## config.mk

```make
export PLATFORM = sky130hd
export DESIGN_NAME = strobe_slave_port
export DESIGN_NICKNAME = d
export VERILOG_FILES = /design/src/rtl/ssp_pkg.sv /design/src/rtl/ssp_sync.sv /design/src/rtl/ssp_bank.sv /design/src/rtl/ssp_ctrl.sv /design/src/rtl/strobe_slave_port.sv
export SDC_FILE = /design/constraint.sdc
export NUM_CORES = 1
export LEC_CHECK = 0
export ABC_CLOCK_PERIOD_IN_PS = 2700
export CORE_MARGIN = 2
export CORE_UTILIZATION = 54
export CTS_CLUSTER_DIAMETER = 80
export DETAILED_ROUTE_END_ITERATION = 10
export PLACE_DENSITY = 0.78
export SLEW_MARGIN = 20
export SYNTH_ARGS = -nofsm -noshare
export SYNTH_HDL_FRONTEND = slang
export SYNTH_HIERARCHICAL = 1
export SYNTH_SLANG_ARGS = --single-unit
export TNS_END_PERCENT = 10
```

## constraint.sdc

```tcl
create_clock -name clk -period 2.7 [get_ports clk]
set_input_delay 0.27 -clock clk [delete_from_list [all_inputs] [get_ports clk]]
set_output_delay 0.27 -clock clk [all_outputs]
set_load 0.03 [all_outputs]
```

## src/rtl/ssp_pkg.sv

```systemverilog
package ssp_pkg;
  typedef enum logic [1:0] {
    SEL_SINGLE = 2'b00,
    SEL_SEQ    = 2'b01,
    SEL_ADDR   = 2'b10,
    SEL_SINGLE2 = 2'b11
  } sel_mode_e;

  typedef enum logic [1:0] {
    IRQ_OFF  = 2'b00,
    IRQ_EACH = 2'b01,
    IRQ_RSVD = 2'b10,
    IRQ_LAST = 2'b11
  } irq_mode_e;
endpackage

```

## src/rtl/ssp_sync.sv

```systemverilog
// Multi-flop synchronizer chain for asynchronous inputs.
module ssp_sync #(
  parameter int W      = 1,
  parameter int STAGES = 2
) (
  input  logic         clk,
  input  logic         rst,
  input  logic [W-1:0] async_i,
  output logic [W-1:0] sync_o
);
  logic [STAGES-1:0][W-1:0] chain;

  always_ff @(posedge clk) begin
    if (rst) chain <= '0;
    else     chain <= {chain[STAGES-2:0], async_i};
  end

  assign sync_o = chain[STAGES-1];
endmodule

```

## src/rtl/ssp_bank.sv

```systemverilog
// Byte buffer with per-entry occupancy flag. IS_INPUT selects the variant:
// 1 = writes to an occupied entry are dropped and reported,
// 0 = writes always store; takes of an unoccupied entry are reported.
module ssp_bank #(
  parameter int W        = 8,
  parameter int DEPTH    = 4,
  parameter bit IS_INPUT = 1'b1,
  localparam int AW      = $clog2(DEPTH)
) (
  input  logic             clk,
  input  logic             rst,
  input  logic             clear,
  input  logic             wr_en,
  input  logic [AW-1:0]    wr_idx,
  input  logic [W-1:0]     wr_data,
  input  logic             take_en,
  input  logic [AW-1:0]    take_idx,
  input  logic [AW-1:0]    rd_idx,
  output logic [W-1:0]     rd_data,
  output logic [DEPTH-1:0] valid,
  output logic             err
);
  logic [W-1:0] mem [DEPTH];
  logic         store;

  if (IS_INPUT) begin : g_in
    assign store = wr_en & ~valid[wr_idx];
    assign err   = wr_en &  valid[wr_idx];
  end else begin : g_out
    assign store = wr_en;
    assign err   = take_en & ~valid[take_idx];
  end

  always_ff @(posedge clk) begin
    if (store) mem[wr_idx] <= wr_data;
  end

  always_ff @(posedge clk) begin
    rd_data <= mem[rd_idx];
  end

  for (genvar g = 0; g < DEPTH; g++) begin : g_flag
    logic flag_q;
    always_ff @(posedge clk) begin
      if (rst || clear)                          flag_q <= 1'b0;
      else if (wr_en && wr_idx == AW'(g))        flag_q <= 1'b1;
      else if (take_en && take_idx == AW'(g))    flag_q <= 1'b0;
    end
    assign valid[g] = flag_q;
  end
endmodule

```

## src/rtl/ssp_ctrl.sv

```systemverilog
// Strobe edge detection, byte selection, pointers, sticky errors, interrupt.
module ssp_ctrl import ssp_pkg::*; #(
  parameter int DEPTH = 4,
  localparam int AW   = $clog2(DEPTH)
) (
  input  logic          clk,
  input  logic          rst,
  input  logic          en,
  input  logic [1:0]    sel_mode,
  input  logic [1:0]    irq_mode,
  input  logic          cs_s,
  input  logic          rd_s,
  input  logic          wr_s,
  input  logic          cs_q,
  input  logic          rd_q,
  input  logic          wr_q,
  input  logic [AW-1:0] addr_q,
  input  logic          in_err,
  input  logic          out_err,
  input  logic          ovf_clr,
  input  logic          unf_clr,
  output logic          init,
  output logic          wr_ev,
  output logic          rd_ev,
  output logic [AW-1:0] in_idx,
  output logic [AW-1:0] out_idx,
  output logic          oe,
  output logic          irq,
  output logic          ovf,
  output logic          unf
);
  localparam logic [AW-1:0] LAST_IDX = AW'(DEPTH - 1);

  logic          en_q;
  logic          live;
  logic [AW-1:0] wr_ptr, rd_ptr;
  logic          any_ev, last_ev;

  always_ff @(posedge clk) begin
    if (rst) en_q <= 1'b0;
    else     en_q <= en;
  end

  assign init  = en & ~en_q;
  assign live  = en & en_q;
  assign wr_ev = live & cs_q & wr_q & ~wr_s;
  assign rd_ev = live & cs_q & rd_q & ~rd_s;

  always_comb begin
    case (sel_mode)
      SEL_SEQ:  begin in_idx = wr_ptr; out_idx = rd_ptr; end
      SEL_ADDR: begin in_idx = addr_q; out_idx = addr_q; end
      default:  begin in_idx = '0;     out_idx = '0;     end
    endcase
  end

  always_ff @(posedge clk) begin
    if (rst || init) begin
      wr_ptr <= '0;
      rd_ptr <= '0;
    end else if (sel_mode == SEL_SEQ) begin
      if (wr_ev) wr_ptr <= (wr_ptr == LAST_IDX) ? '0 : wr_ptr + 1'b1;
      if (rd_ev) rd_ptr <= (rd_ptr == LAST_IDX) ? '0 : rd_ptr + 1'b1;
    end
  end

  assign any_ev  = wr_ev | rd_ev;
  assign last_ev = (wr_ev && in_idx == LAST_IDX) || (rd_ev && out_idx == LAST_IDX);

  always_ff @(posedge clk) begin
    if (rst) begin
      irq <= 1'b0;
      oe  <= 1'b0;
    end else begin
      oe <= live & cs_s & rd_s;
      case (irq_mode)
        IRQ_EACH: irq <= any_ev;
        IRQ_LAST: irq <= last_ev;
        default:  irq <= 1'b0;
      endcase
    end
  end

  always_ff @(posedge clk) begin
    if (rst || init)  ovf <= 1'b0;
    else if (in_err)  ovf <= 1'b1;
    else if (ovf_clr) ovf <= 1'b0;
  end

  always_ff @(posedge clk) begin
    if (rst || init)  unf <= 1'b0;
    else if (out_err) unf <= 1'b1;
    else if (unf_clr) unf <= 1'b0;
  end
endmodule

```

## src/rtl/strobe_slave_port.sv

```systemverilog
module strobe_slave_port #(
  parameter int DATA_W      = 8,
  parameter int DEPTH       = 4,
  parameter int SYNC_STAGES = 2,
  localparam int AW         = $clog2(DEPTH)
) (
  input  logic              clk,
  input  logic              rst,
  input  logic              en,
  input  logic [1:0]        cfg_sel,
  input  logic [1:0]        cfg_irq,
  input  logic              ext_cs,
  input  logic              ext_rd,
  input  logic              ext_wr,
  input  logic [AW-1:0]     ext_addr,
  input  logic [DATA_W-1:0] ext_din,
  output logic [DATA_W-1:0] ext_dout,
  output logic              ext_oe,
  input  logic              cpu_in_rd,
  input  logic [AW-1:0]     cpu_in_sel,
  output logic [DATA_W-1:0] cpu_in_rdata,
  input  logic              cpu_out_wr,
  input  logic [AW-1:0]     cpu_out_sel,
  input  logic [DATA_W-1:0] cpu_out_wdata,
  input  logic              cpu_ovf_clr,
  input  logic              cpu_unf_clr,
  output logic [DEPTH-1:0]  in_full,
  output logic              in_all_full,
  output logic [DEPTH-1:0]  out_empty,
  output logic              out_all_empty,
  output logic              ovf,
  output logic              unf,
  output logic              irq
);
  localparam int BUS_W = AW + DATA_W;

  // Strobes: synchronized value and one further stage for edge detection.
  logic [2:0]       strb_s, strb_q;
  // Address and data are delayed one stage more so they line up with strb_q.
  logic [BUS_W-1:0] bus_q;

  ssp_sync #(.W(3), .STAGES(SYNC_STAGES)) u_sync_strb (
    .clk     (clk),
    .rst     (rst),
    .async_i ({ext_cs, ext_rd, ext_wr}),
    .sync_o  (strb_s)
  );

  always_ff @(posedge clk) begin
    if (rst) strb_q <= '0;
    else     strb_q <= strb_s;
  end

  ssp_sync #(.W(BUS_W), .STAGES(SYNC_STAGES + 1)) u_sync_bus (
    .clk     (clk),
    .rst     (rst),
    .async_i ({ext_addr, ext_din}),
    .sync_o  (bus_q)
  );

  logic              init, wr_ev, rd_ev, in_err, out_err;
  logic [AW-1:0]     in_idx, out_idx;
  logic [DEPTH-1:0]  in_valid, out_valid;

  ssp_ctrl #(.DEPTH(DEPTH)) u_ctrl (
    .clk      (clk),
    .rst      (rst),
    .en       (en),
    .sel_mode (cfg_sel),
    .irq_mode (cfg_irq),
    .cs_s     (strb_s[2]),
    .rd_s     (strb_s[1]),
    .wr_s     (strb_s[0]),
    .cs_q     (strb_q[2]),
    .rd_q     (strb_q[1]),
    .wr_q     (strb_q[0]),
    .addr_q   (bus_q[BUS_W-1:DATA_W]),
    .in_err   (in_err),
    .out_err  (out_err),
    .ovf_clr  (cpu_ovf_clr),
    .unf_clr  (cpu_unf_clr),
    .init     (init),
    .wr_ev    (wr_ev),
    .rd_ev    (rd_ev),
    .in_idx   (in_idx),
    .out_idx  (out_idx),
    .oe       (ext_oe),
    .irq      (irq),
    .ovf      (ovf),
    .unf      (unf)
  );

  ssp_bank #(.W(DATA_W), .DEPTH(DEPTH), .IS_INPUT(1'b1)) u_in_bank (
    .clk      (clk),
    .rst      (rst),
    .clear    (init),
    .wr_en    (wr_ev),
    .wr_idx   (in_idx),
    .wr_data  (bus_q[DATA_W-1:0]),
    .take_en  (cpu_in_rd),
    .take_idx (cpu_in_sel),
    .rd_idx   (cpu_in_sel),
    .rd_data  (cpu_in_rdata),
    .valid    (in_valid),
    .err      (in_err)
  );

  ssp_bank #(.W(DATA_W), .DEPTH(DEPTH), .IS_INPUT(1'b0)) u_out_bank (
    .clk      (clk),
    .rst      (rst),
    .clear    (init),
    .wr_en    (cpu_out_wr),
    .wr_idx   (cpu_out_sel),
    .wr_data  (cpu_out_wdata),
    .take_en  (rd_ev),
    .take_idx (out_idx),
    .rd_idx   (out_idx),
    .rd_data  (ext_dout),
    .valid    (out_valid),
    .err      (out_err)
  );

  assign in_full       = in_valid;
  assign out_empty     = ~out_valid;
  assign in_all_full   = &in_valid;
  assign out_all_empty = ~|out_valid;
endmodule

```

==> summary.md <==
| Metric | Value |
|---|---|
| Drt drc | 0 |
| Diode count | 0 |
| Die area | 9980 um^2 |
| Total grt overflow | 0 |
| Largest net degree at the start of global routing | 32 |
| Worst path cell trace | nor4_2 -> clkdlybuf4s50_1 |
| Cell area after synthesis | 4960 um^2 |
| Clk slew on worst S/H paths | 0.06 ns |
| Area of the multi-input gates | 1330 um^2 |
| Design Power | 4.61 mW |
| Max cap viols | 0 |
| #FFs+latches synth | 136 |
| Cell row count | 34 |
| FF-to-FF setup slack | 0.88 ns |
| Setup TNS | 0 ns |
| Crit path time final | 2.16 ns |
| Synth unique cells | 38 |
| H-Tree Depth | 4 |
| Post-DR vias/cell | 5.23 |
| GP Congestion | 0.845 |
| Wire per inst | 16.0 um |
| Final hold violations | 0 |
| Status | complete, no violations |
| Slowest cell on the critical path | clkdlybuf4s50_1 |
| Worst path max stage delay | 0.72 ns |
| Resize count post-CTS | 0 |
| Crit Path Category | reg2out |
| Core footprint | 8810 um^2 |
| CTS tree | built |
| CTS Hold Bufs | 0 |
| Cts bufs inserted | 17 |
| Synth area leaders | edfxtp_1, dfxtp_1, mux4_2 |
| Endpoints failing setup | 0 |
| Reg area | 3360 um^2 |
| Slack of the critical path | 0.537 ns |
| Seq/Total Area, Yosys | 67.8% |
| Power per cell area | 750 nW/um^2 |
| Iteration count of the initial detailed-routing pass | 4 |
| Clock Latency Late Sink | 0.52 ns |
| Deepest clock path buffer count | 2 |
| Wirelength, routed | 8.14 mm |
| Initial antenna violation count | 0 |
| P&R area growth vs syn | 23.8% |
| Root Driver | clkbuf_8 |
| RSZ-0062 raised after global routing | no |
| Peak VDD IR | 0.000364 V |
| Slew Viols, Final | 0 |
| Ratio of cells with drive above 1 in the final layout | 22.9% |
| Post-CTS setup buffers | 0 |
| Yosys warning total | 6 |
| Final Instance Area | 6150 um^2 |
| Clk_skew | 0.00824 ns |
| Relative slew slack | 48.0% |
| Initial core utilization | 56.4% |
| Area leader, netlist | edfxtp_1 |
| Syn Inst Count | 326 |
| Ys async rst share | 0% |
| Gr usage total | 17.9% |
| Layout Nets | 429 |
| Syn avg cell area | 15.2 um^2 |
| Clk sink count | 136 |
| DP Area | 5580 um^2 |
| Worst min path class | in2reg |
| Post-DRT Antenna Nets | 0 |
| # IOs | 66 |
| Fill cell count | 607 |
| Most frequent cell after synthesis | dfxtp_1 |
| Crit Path Max Fanout | 4 |
| Die W | 99.9 um |
| Synth Flop Type | dfxtp_1 |
| CP arrival | 1.89 ns |
| Period utilization | 80.1% |
| Least-Margin Pin Slew | 0.777 ns |
| Most instantiated cells after synthesis | dfxtp_1, edfxtp_1, nor2b_2, buf_4, nor2b_1 |
| Vias post-DR | 2666 |
| Post-synth EDFFs | 64 |
| Vias in the first global route | 2707 |
| IO buf count | 65 |
| Die Y | 99.9 um |
| Syn Nets | 366 |
| Iter 0 DRT Violations | 125 |
| Area share of the largest cell type after synthesis | 38.7% |
| Max frequency | 462 MHz |
| Worst Setup End Kind | output pin |
| First-pass GRT wire length | 13.2 mm |
| Leakage | 2.11 nW |
| CP required | 2.43 ns |
| Type of origin of the critical path | register |
| DP Wirelength | 5.26 mm |
| DP Worst Slack | 0.117 ns |
-- per-layer routing --
metal	part of all wire (%)	global-route usage [%]	vias up
li1	-	-	1297
met1	43	22.9	1268
met2	49	28.3	85
met3	5.5	5.08	16
met4	1.9	9.06	0
met5	0	0	-
-- cell type report --
type	count	area share [%]
Sequential cell	136	54.7
Multi-Input combinational cell	150	21.6
Timing Repair Buffer	75	11.7
Clock buffer	19	7.02
Tap cell	108	2.20
Clock inverter	13	2.14
Inverter	9	0.550
-- power by group --
group          internal (mW)  switching (mW)
registers               2.21          0.0185
logic                  0.110          0.0995
clock network           1.27           0.897
-- through the flow --
stage | hold slack (ns) | util, % | instances
final | 0.223 | 69.8 | 510
after global placement | 0.417 | 63.4 | 478
after global routing | 0.231 | 69.8 | 510
after detailed placement | 0.420 | 63.4 | 478
after CTS | 0.203 | 69.8 | 510
after floorplan | 0.342 | - | 326
-- cells by family (layout without fill, tap and decap cells) --
family / count (synthesis) / after routing / synth area share (%)
compound gates: 25 / 25 / 3.61
fa+ha+maj: 4 / 4 / 1.01
buf+inv: 40 / 116 / 5.44
flops: 136 / 136 / 67.8
mux: 18 / 18 / 8.17
simple gates: 103 / 103 / 14.0
-- registers in the layout, indices dropped and copies added (netlist names), 4 cells and up --
signal and cells:
u_in_bank/rd_data 8, u_out_bank/rd_data 8, u_out_bank/g_flag.flag_q 4, u_sync_bus/chain 20
u_sync_bus/sync_o 10, u_out_bank/mem 32, u_in_bank/mem 32, u_in_bank/g_flag.flag_q 4
-- worst paths after layout --
check / from / end / depth (start not counted)
worst min-delay path: rst / u_sync_bus/chain[9] / 2
worst max-delay path: u_out_bank/g_flag[2].flag_q / out_all_empty / 2
worst min register to register: u_sync_bus/chain[5] / u_sync_bus/chain[15] / 1
worst max register to register: u_ctrl/wr_ptr[0] / u_ctrl/ovf / 6
-- critical path, delay by kind of cell, from the launching register on --
family                 cells  cell delay (ns)
buffers and inverters      1             0.72
and+or+nand+nor            1             0.32
DFF                        1             0.34
-- cell usage in the layout, fill, tap and decap left out, drive strengths merged, types with 3 or more instances in the layout --
cell and instances:
nand4 5, nand3 6, o22ai 3, nor3b 6
clkbuf 19, ha 4, a21oi 6, mux4 18
clkdlybuf4s50 64, dfxtp 72, o31ai 4, buf 11
or3b 6, or2 3, a22oi 4, edfxtp 64
and3b 4, inv 19, nor2 16, nor2b 45
a22o 3
Note: power is estimated with default switching activity, not from simulation.
